**config.mk**
```make
export PLATFORM = sky130hd
export DESIGN_NAME = lp_sir_baudgen
export DESIGN_NICKNAME = d
export VERILOG_FILES = /design/src/rtl/lpd_pkg.sv /design/src/rtl/lpd_regs.sv /design/src/rtl/lpd_settle.sv /design/src/rtl/lpd_tick_gen.sv /design/src/rtl/lpd_pulse_filter.sv /design/src/rtl/lp_sir_baudgen.sv
export SDC_FILE = /design/constraint.sdc
export NUM_CORES = 1
export LEC_CHECK = 0
export BUFFER_PORTS_ARGS = -buffer_cell sky130_fd_sc_hd__buf_2
export CAP_MARGIN = 20
export CORE_ASPECT_RATIO = 0.7
export CORE_UTILIZATION = 59
export DETAILED_ROUTE_END_ITERATION = 8
export PLACE_DENSITY = 0.8
export SLEW_MARGIN = 20
export SYNTH_ARGS = -nofsm -noshare
export SYNTH_HDL_FRONTEND = slang
export SYNTH_SLANG_ARGS = --single-unit
export TNS_END_PERCENT = 50
```
**constraint.sdc**
```tcl
create_clock -name clk -period 3.6 [get_ports clk]
set_input_delay 0.72 -clock clk [delete_from_list [all_inputs] [get_ports clk]]
set_output_delay 0.72 -clock clk [all_outputs]
set_load 0.03 [all_outputs]
```
**src/rtl/lpd_pkg.sv**
```systemverilog
package lpd_pkg;
  localparam int BYTE_W = 8;
  localparam logic SEL_LO = 1'b0;
  localparam logic SEL_HI = 1'b1;
endpackage

```
**src/rtl/lpd_regs.sv**
```systemverilog
module lpd_regs
  import lpd_pkg::*;
#(
  parameter int DIV_W = 16
) (
  input  logic              clk,
  input  logic              rst,
  input  logic              reg_wr,
  input  logic              reg_rd,
  input  logic              sel,
  input  logic              dlab,
  input  logic [BYTE_W-1:0] wdata,
  input  logic [BYTE_W-1:0] alt_rdata,
  output logic [DIV_W-1:0]  divisor,
  output logic              wr_acc,
  output logic [BYTE_W-1:0] rdata
);
  localparam int NBYTES = DIV_W / BYTE_W;

  logic [BYTE_W-1:0] byte_q [NBYTES];

  assign wr_acc = reg_wr && dlab;

  for (genvar b = 0; b < NBYTES; b++) begin : g_byte
    always_ff @(posedge clk) begin
      if (rst)
        byte_q[b] <= '0;
      else if (wr_acc && (int'(sel) == b))
        byte_q[b] <= wdata;
    end
    assign divisor[b*BYTE_W +: BYTE_W] = byte_q[b];
  end

  always_ff @(posedge clk) begin
    if (rst)
      rdata <= '0;
    else if (reg_rd)
      rdata <= dlab ? ((sel == SEL_HI) ? byte_q[NBYTES-1] : byte_q[0]) : alt_rdata;
  end
endmodule

```
**src/rtl/lpd_settle.sv**
```systemverilog
module lpd_settle #(
  parameter int SETTLE_CYC = 8
) (
  input  logic clk,
  input  logic rst,
  input  logic wr_acc,
  input  logic xfer_req,
  output logic ready,
  output logic xfer_gnt
);
  localparam int CW = $clog2(SETTLE_CYC + 1);

  logic [CW-1:0] left_q;

  assign ready = (left_q == '0);

  always_ff @(posedge clk) begin
    if (rst) begin
      left_q   <= '0;
      xfer_gnt <= 1'b0;
    end else begin
      xfer_gnt <= xfer_req && ready;
      if (wr_acc)
        left_q <= CW'(SETTLE_CYC);
      else if (!ready)
        left_q <= left_q - 1'b1;
    end
  end
endmodule

```
**src/rtl/lpd_tick_gen.sv**
```systemverilog
module lpd_tick_gen #(
  parameter int DIV_W = 16
) (
  input  logic             clk,
  input  logic             rst,
  input  logic             restart,
  input  logic [DIV_W-1:0] divisor,
  output logic             lp_tick
);
  logic [DIV_W-1:0] cnt_q;

  always_ff @(posedge clk) begin
    if (rst || restart || divisor == '0) begin
      cnt_q   <= '0;
      lp_tick <= 1'b0;
    end else if (cnt_q == '0) begin
      cnt_q   <= divisor - 1'b1;
      lp_tick <= 1'b1;
    end else begin
      cnt_q   <= cnt_q - 1'b1;
      lp_tick <= 1'b0;
    end
  end
endmodule

```
**src/rtl/lpd_pulse_filter.sv**
```systemverilog
module lpd_pulse_filter #(
  parameter int DIV_W = 16
) (
  input  logic             clk,
  input  logic             rst,
  input  logic [DIV_W-1:0] divisor,
  input  logic             sir_in,
  output logic             pulse_ok
);
  logic [DIV_W-1:0] run_q;

  always_ff @(posedge clk) begin
    if (rst || divisor == '0 || !sir_in) begin
      run_q    <= '0;
      pulse_ok <= 1'b0;
    end else begin
      pulse_ok <= (run_q == divisor - 1'b1);
      if (run_q != '1)
        run_q <= run_q + 1'b1;
    end
  end
endmodule

```
**src/rtl/lp_sir_baudgen.sv**
```systemverilog
module lp_sir_baudgen
  import lpd_pkg::*;
#(
  parameter int DIV_W      = 16,
  parameter int SETTLE_CYC = 8
) (
  input  logic              clk,
  input  logic              rst,
  input  logic              reg_wr,
  input  logic              reg_rd,
  input  logic              sel,
  input  logic              dlab,
  input  logic [BYTE_W-1:0] wdata,
  input  logic [BYTE_W-1:0] alt_rdata,
  output logic [BYTE_W-1:0] rdata,
  input  logic              xfer_req,
  output logic              xfer_gnt,
  output logic              ready,
  input  logic              sir_in,
  output logic              lp_tick,
  output logic              pulse_ok
);
  logic [DIV_W-1:0] divisor;
  logic             wr_acc;

  lpd_regs #(.DIV_W(DIV_W)) regs_i (
    .clk(clk), .rst(rst), .reg_wr(reg_wr), .reg_rd(reg_rd), .sel(sel),
    .dlab(dlab), .wdata(wdata), .alt_rdata(alt_rdata),
    .divisor(divisor), .wr_acc(wr_acc), .rdata(rdata)
  );

  lpd_settle #(.SETTLE_CYC(SETTLE_CYC)) settle_i (
    .clk(clk), .rst(rst), .wr_acc(wr_acc), .xfer_req(xfer_req),
    .ready(ready), .xfer_gnt(xfer_gnt)
  );

  lpd_tick_gen #(.DIV_W(DIV_W)) tick_i (
    .clk(clk), .rst(rst), .restart(wr_acc), .divisor(divisor), .lp_tick(lp_tick)
  );

  lpd_pulse_filter #(.DIV_W(DIV_W)) filt_i (
    .clk(clk), .rst(rst), .divisor(divisor), .sir_in(sir_in), .pulse_ok(pulse_ok)
  );
endmodule

```
## After elaboration in Yosys (flattened, before gate mapping)

Memory sizes are Yosys's and may differ from the RTL's.
Index checks and enable logic that the tools add are counted.

| storage, ports and cells | value |
|---|---|
| flip-flop bits (word level) | 47 |
| bits in writable memories | 16 |
| input port bits | 24 |
| output and inout port bits | 12 |
| memories kept | 1 |

| operators by class | value |
|---|---|
| add/subtract/negate cells | 4 |
| equal/unequal tests | 3 |
| muxes and demuxes | 16 |
| bitwise gates (word level) | 3 |
| reductions and logical operators | 13 |

Memory list:

| memory | depth | bits a word | read ports | clocked after memory_dff | write ports | RTL line | source |
|---|---|---|---|---|---|---|---|
| regs_i.byte_q | 2 | 8 | 2 | 0 | 2 | lpd_regs.sv:20 | `logic [BYTE_W-1:0] byte_q [NBYTES];` |

Operators by type and width:

| operator | count |
|---|---|
| $logic_not 16->1 | 2 |
| $mux 8 | 4 |
| $sub 16x1->16 const B | 2 |
| $add 16x1->16 const B | 1 |
| $eq 16x16->1 | 1 |
| $mux 16 | 1 |
| $ne 16x16->1 const B | 1 |
| $mux 1 | 9 |
| $mux 4 | 2 |
| $logic_and 1x1->1 | 4 |
| $logic_not 4->1 | 1 |
| $logic_or 1x1->1 | 4 |
| $sub 4x1->4 const B | 1 |
| $ne 2x2->1 const B | 1 |
| $or 1x1->1 | 2 |
| $reduce_or 2->1 | 1 |
| $logic_not 1->1 | 1 |
| $not 1->1 | 1 |

## Depth between registers and ports, before layout

| logic depth | value |
|---|---|
| word-level depth | 6 |
| gate-level depth with buffers | 10 |
| gate-level depth less buffers | 8 |

## Hierarchy

A second synthesis with hierarchy kept.

| unflattened totals | value |
|---|---|
| cells, all modules | 414 |
| area, all modules | 3818.7 µm² |

Modules (own cells, without submodules):

| module | instances | cells an instance | area an instance (µm²) |
|---|---|---|---|
| lpd_pulse_filter | 1 | 158 | 1283.7 |
| lpd_regs | 1 | 84 | 1218.7 |
| lpd_tick_gen | 1 | 148 | 1099.8 |
| lpd_settle | 1 | 24 | 216.5 |

## Worst setup path before layout

OpenSTA, ideal clock, no wires.

| timing path | value |
|---|---|
| kind | reg2reg |
| start point | memory regs_i.byte_q[0][0] |
| end point | register tick_i.cnt_q[13] |
| setup time | 0.138 ns |
| arrival time | 2.381 ns |
| required time | 3.462 ns |
| path slack | 1.081 ns |
| cell stages (with the launch flop) | 11 |
| path buffers | 3 |
| clock period less this slack | 2.519 ns |
| cells stage by stage | edfxtp_1 -> inv_1 -> ha_1 -> or3b_2 -> clkbuf_1 -> or2_2 -> nor2_1 -> a21o_1 -> buf_2 -> buf_2 -> a211oi_1 |

RTL lines:

| what | RTL line | source |
|---|---|---|
| start, declared | lpd_regs.sv:20 |  |
| end signal, assigned | lpd_tick_gen.sv:17 | `cnt_q <= divisor - 1'b1;` |
| end signal, assigned | lpd_tick_gen.sv:20 | `cnt_q <= cnt_q - 1'b1;` |
| end, declared | lpd_tick_gen.sv:10 | `logic [DIV_W-1:0] cnt_q;` |

==> impl_metrics.yaml <==
run_status:
  status: "finished, final reports clean"
power:
  cellLeakagePower_nw: 1.48
  p_comb_frac: 0.365
  p_switching_mw: 0.938
  p_seq_frac: 0.388
  swShare: 0.375
  cell_internal_pwr_mw: 1.56
  pwr_density_cell_nw_per_um2: 639
  irDropWorstVdd_mv: 0.323
  pwr-share-clk: 0.247
layout:
  final_cell_area_um2: 3910
  final_layout_size_suffix_gt1_frac: 0.147
  area_growth_syn_to_layout_pct: 10.7
  n_fill_cell: 476
  diodes: 0
  layout.nets: 446
sta:
  rsz0062_at_grt: "no"
  slew_headroom: 0.310
  clock.fmax_mhz: 361
  finalHoldViolCount: 0
  post-route-min-period_ns: 2.77
  setup_viol: 0
  drv_slew: 0
  tns_ns: 0
  fin_worst_skew_ns: 0.0142
  worst_pin_slew_ns: 1.03
  timing.final.crit_share: 0.770
worst_setup_path:
  critical_path.cell_chain: "inv_1 -> ha_1 -> or3b_2 -> or2_2 -> nor2_1 -> a21o_1 -> nor3_1"
  slowest_stage: "or3b_2"
  cp_top_family: "simple AND/OR/NAND/NOR gates"
  worstPathRequired_ns: 3.81
  critPathBufInv: 1
  path_max_fanout: 17
  cp-end-kind: "flip-flop"
  cp-start-kind: "flip-flop"
  critPathArrivalTime_ns: 2.99
  crit_type: "reg -> reg"
  slowest_delay_ns: 0.56
synth:
  ys_dominant_reg_cell: "dfxtp_1"
  synth_top_area_share: 0.266
  synth_seq_cells: 63
  synth_edf_count: 16
  synth_cells: 391
  yosysSeqAreaShare: 0.403
  yosysMostFrequentCell: "nor2_1"
  syn_area_um2: 3530
  syn_avg_cell_area_um2: 9.03
  netlist_top_cells_count: "nor2_1 (61), dfxtp_1 (47), xnor2_1 (32), mux2i_1 (18)"
  yosys_warnings: 0
  ys_types: 55
  async_flop_share: 0
  synth_area_leaders: "dfxtp_1 (27%), edfxtp_1 (14%), xnor2_1 (7.9%)"
  syn-num-nets: 420
  yosys.area.top_type: "dfxtp_1"
die:
  die_h_um: 66.7
  io_pins: 36
  core_area_um2: 5760
  die_w_um: 94.5
  die_area_um2: 6300
  rows: 23
  start_util: 0.613
placement:
  dpl-instance-area_um2: 3710
  gp_congestion: 0.916
  hpwl_um: 5810
  io_buffers: 35
drt:
  wire_per_inst_um: 15.7
  via_per_inst: 5.85
  drt-initial-drc-count: 217
  dr.pass1.iters: 4
  vias: 2908
  routed_wl_um: 7810
  drc: 0
  ant_nets: 0
cts:
  cts_hold_buf: 0
  clock_path_buffers: 2
  cts_tree: "done"
  path_clk_slew_ns: 0.08
  clock-sinks: 63
  cts_resized: 0
  cts_inserted_buffers: 9
  h-tree-depth: 3
  clock_latency_ns: 0.36
  postCtsSetupBuffers: 0
  cts-root-buf: "clkbuf_8"
global_routing:
  grt_util_all_layers: 0.275
  antenna_found_initial: 0
  grt_pass1_vias: 2576
  grt_pass1_wl_um: 12800
  grt_max_degree: 19
  overflow: 0
job:
  max_cap_violations: 0
worst_hold_path:
  hold_path.class: "reg -> reg"
-- worst paths after layout --
| check | start | to | slack, ns | depth (start not counted) |
|---|---|---|---|---|
| max reg2reg | regs_i.byte_q[0][0]$_SDFFCE_PN0P_ | tick_i.cnt_q[12]$_SDFF_PP0_ | 0.83 | 7 |
| max | regs_i.byte_q[0][0]$_SDFFCE_PN0P_ | tick_i.cnt_q[12]$_SDFF_PP0_ | 0.83 | 7 |
| min | regs_i.rdata[7]$_SDFFE_PP0P_ | regs_i.rdata[7]$_SDFFE_PP0P_ | 0.50 | 2 |
| min reg2reg | regs_i.rdata[7]$_SDFFE_PP0P_ | regs_i.rdata[7]$_SDFFE_PP0P_ | 0.50 | 2 |
-- metrics by stage --
step,setup slack (ns),utilization,total power [mW],cells,hold slack [ns]
2_1_floorplan,1.08,-,1.70,391,0.462
3_3_place_gp,0.957,0.645,1.85,481,0.475
3_5_place_dp,0.865,0.645,1.89,481,0.478
4_1_cts,0.857,0.679,2.50,497,0.504
5_1_grt,0.666,0.679,2.66,497,0.539
6_report,0.828,0.679,2.50,497,0.502
-- layout by cell type, fill, tap and decap left out, types with 3 or more instances in the layout --
cell type and count:
and3_1 4, nand4_1 3, or3b_2 3, nor4_1 7, mux2i_1 18, dfxtp_1 47, nand2b_1 4, buf_2 35
o2111ai_1 3, ha_1 5, or3_1 7, xor2_1 17, nand3_1 9, edfxtp_1 16, or4_1 5, nor3_1 16
and2_1 17, nor2b_1 4, a211oi_1 17, o21ai_0 3, nand2_1 12, inv_1 13, xnor2_1 32, a21oi_1 15
clkinvlp_4 3, nor2_1 61, clkbuf_8 9
-- flip-flops by register name, indices dropped and copies added (netlist names) --
register	flops
regs_i.rdata	8
regs_i.byte_q	16
settle_i.xfer_gnt	1
tick_i.cnt_q	16
settle_i.left_q	4
filt_i.run_q	16
tick_i.lp_tick	1
filt_i.pulse_ok	1
-- metal layers --
metal	GRT usage	vias to the layer above	wire length (um)
met1	0.388	1346	3710
li1	-	1438	-
met4	0.116	0	152
met5	0	-	0
met3	0.100	15	763
met2	0.374	109	3180
-- power groups by stage --
stage          registers [mW]  clock network [mW]  logic, mW
2_1_floorplan           0.968                   0      0.729
3_3_place_gp            0.974                   0      0.873
3_5_place_dp            0.981                   0      0.904
4_1_cts                 0.966               0.626      0.911
5_1_grt                 0.984               0.657       1.02
6_report                0.969               0.618      0.913
-- layout make-up --
type / instances / area, um^2 / share of cell area
flip-flops and latches: 63 / 1420 / 0.364
clock inverters: 6 / 70.1 / 0.0179
inverters: 13 / 48.8 / 0.0125
clock buffers: 10 / 128 / 0.0326
multi-input cells: 294 / 1970 / 0.503
well taps: 75 / 93.8 / 0.0240
repair buffers: 36 / 183 / 0.0467
-- tightest hold or removal path, stage by stage (launching register included) --
cell	delay (ns)
dfxtp_1	0.34
mux2i_1	0.06
nor2_1	0.07
-- logic make-up after synthesis --
logic type | Yosys count | share of synthesized area
AO/OA/AOI/OAI | 54 | 0.113
XOR/XNOR | 49 | 0.122
adder cells (fa/ha/maj) | 6 | 0.0206
buffers and inverters | 34 | 0.0408
flip-flops | 63 | 0.403
multiplexers | 18 | 0.0510
AND/OR/NAND/NOR | 167 | 0.251
No activity file was read; power rests on OpenSTA's default activity.
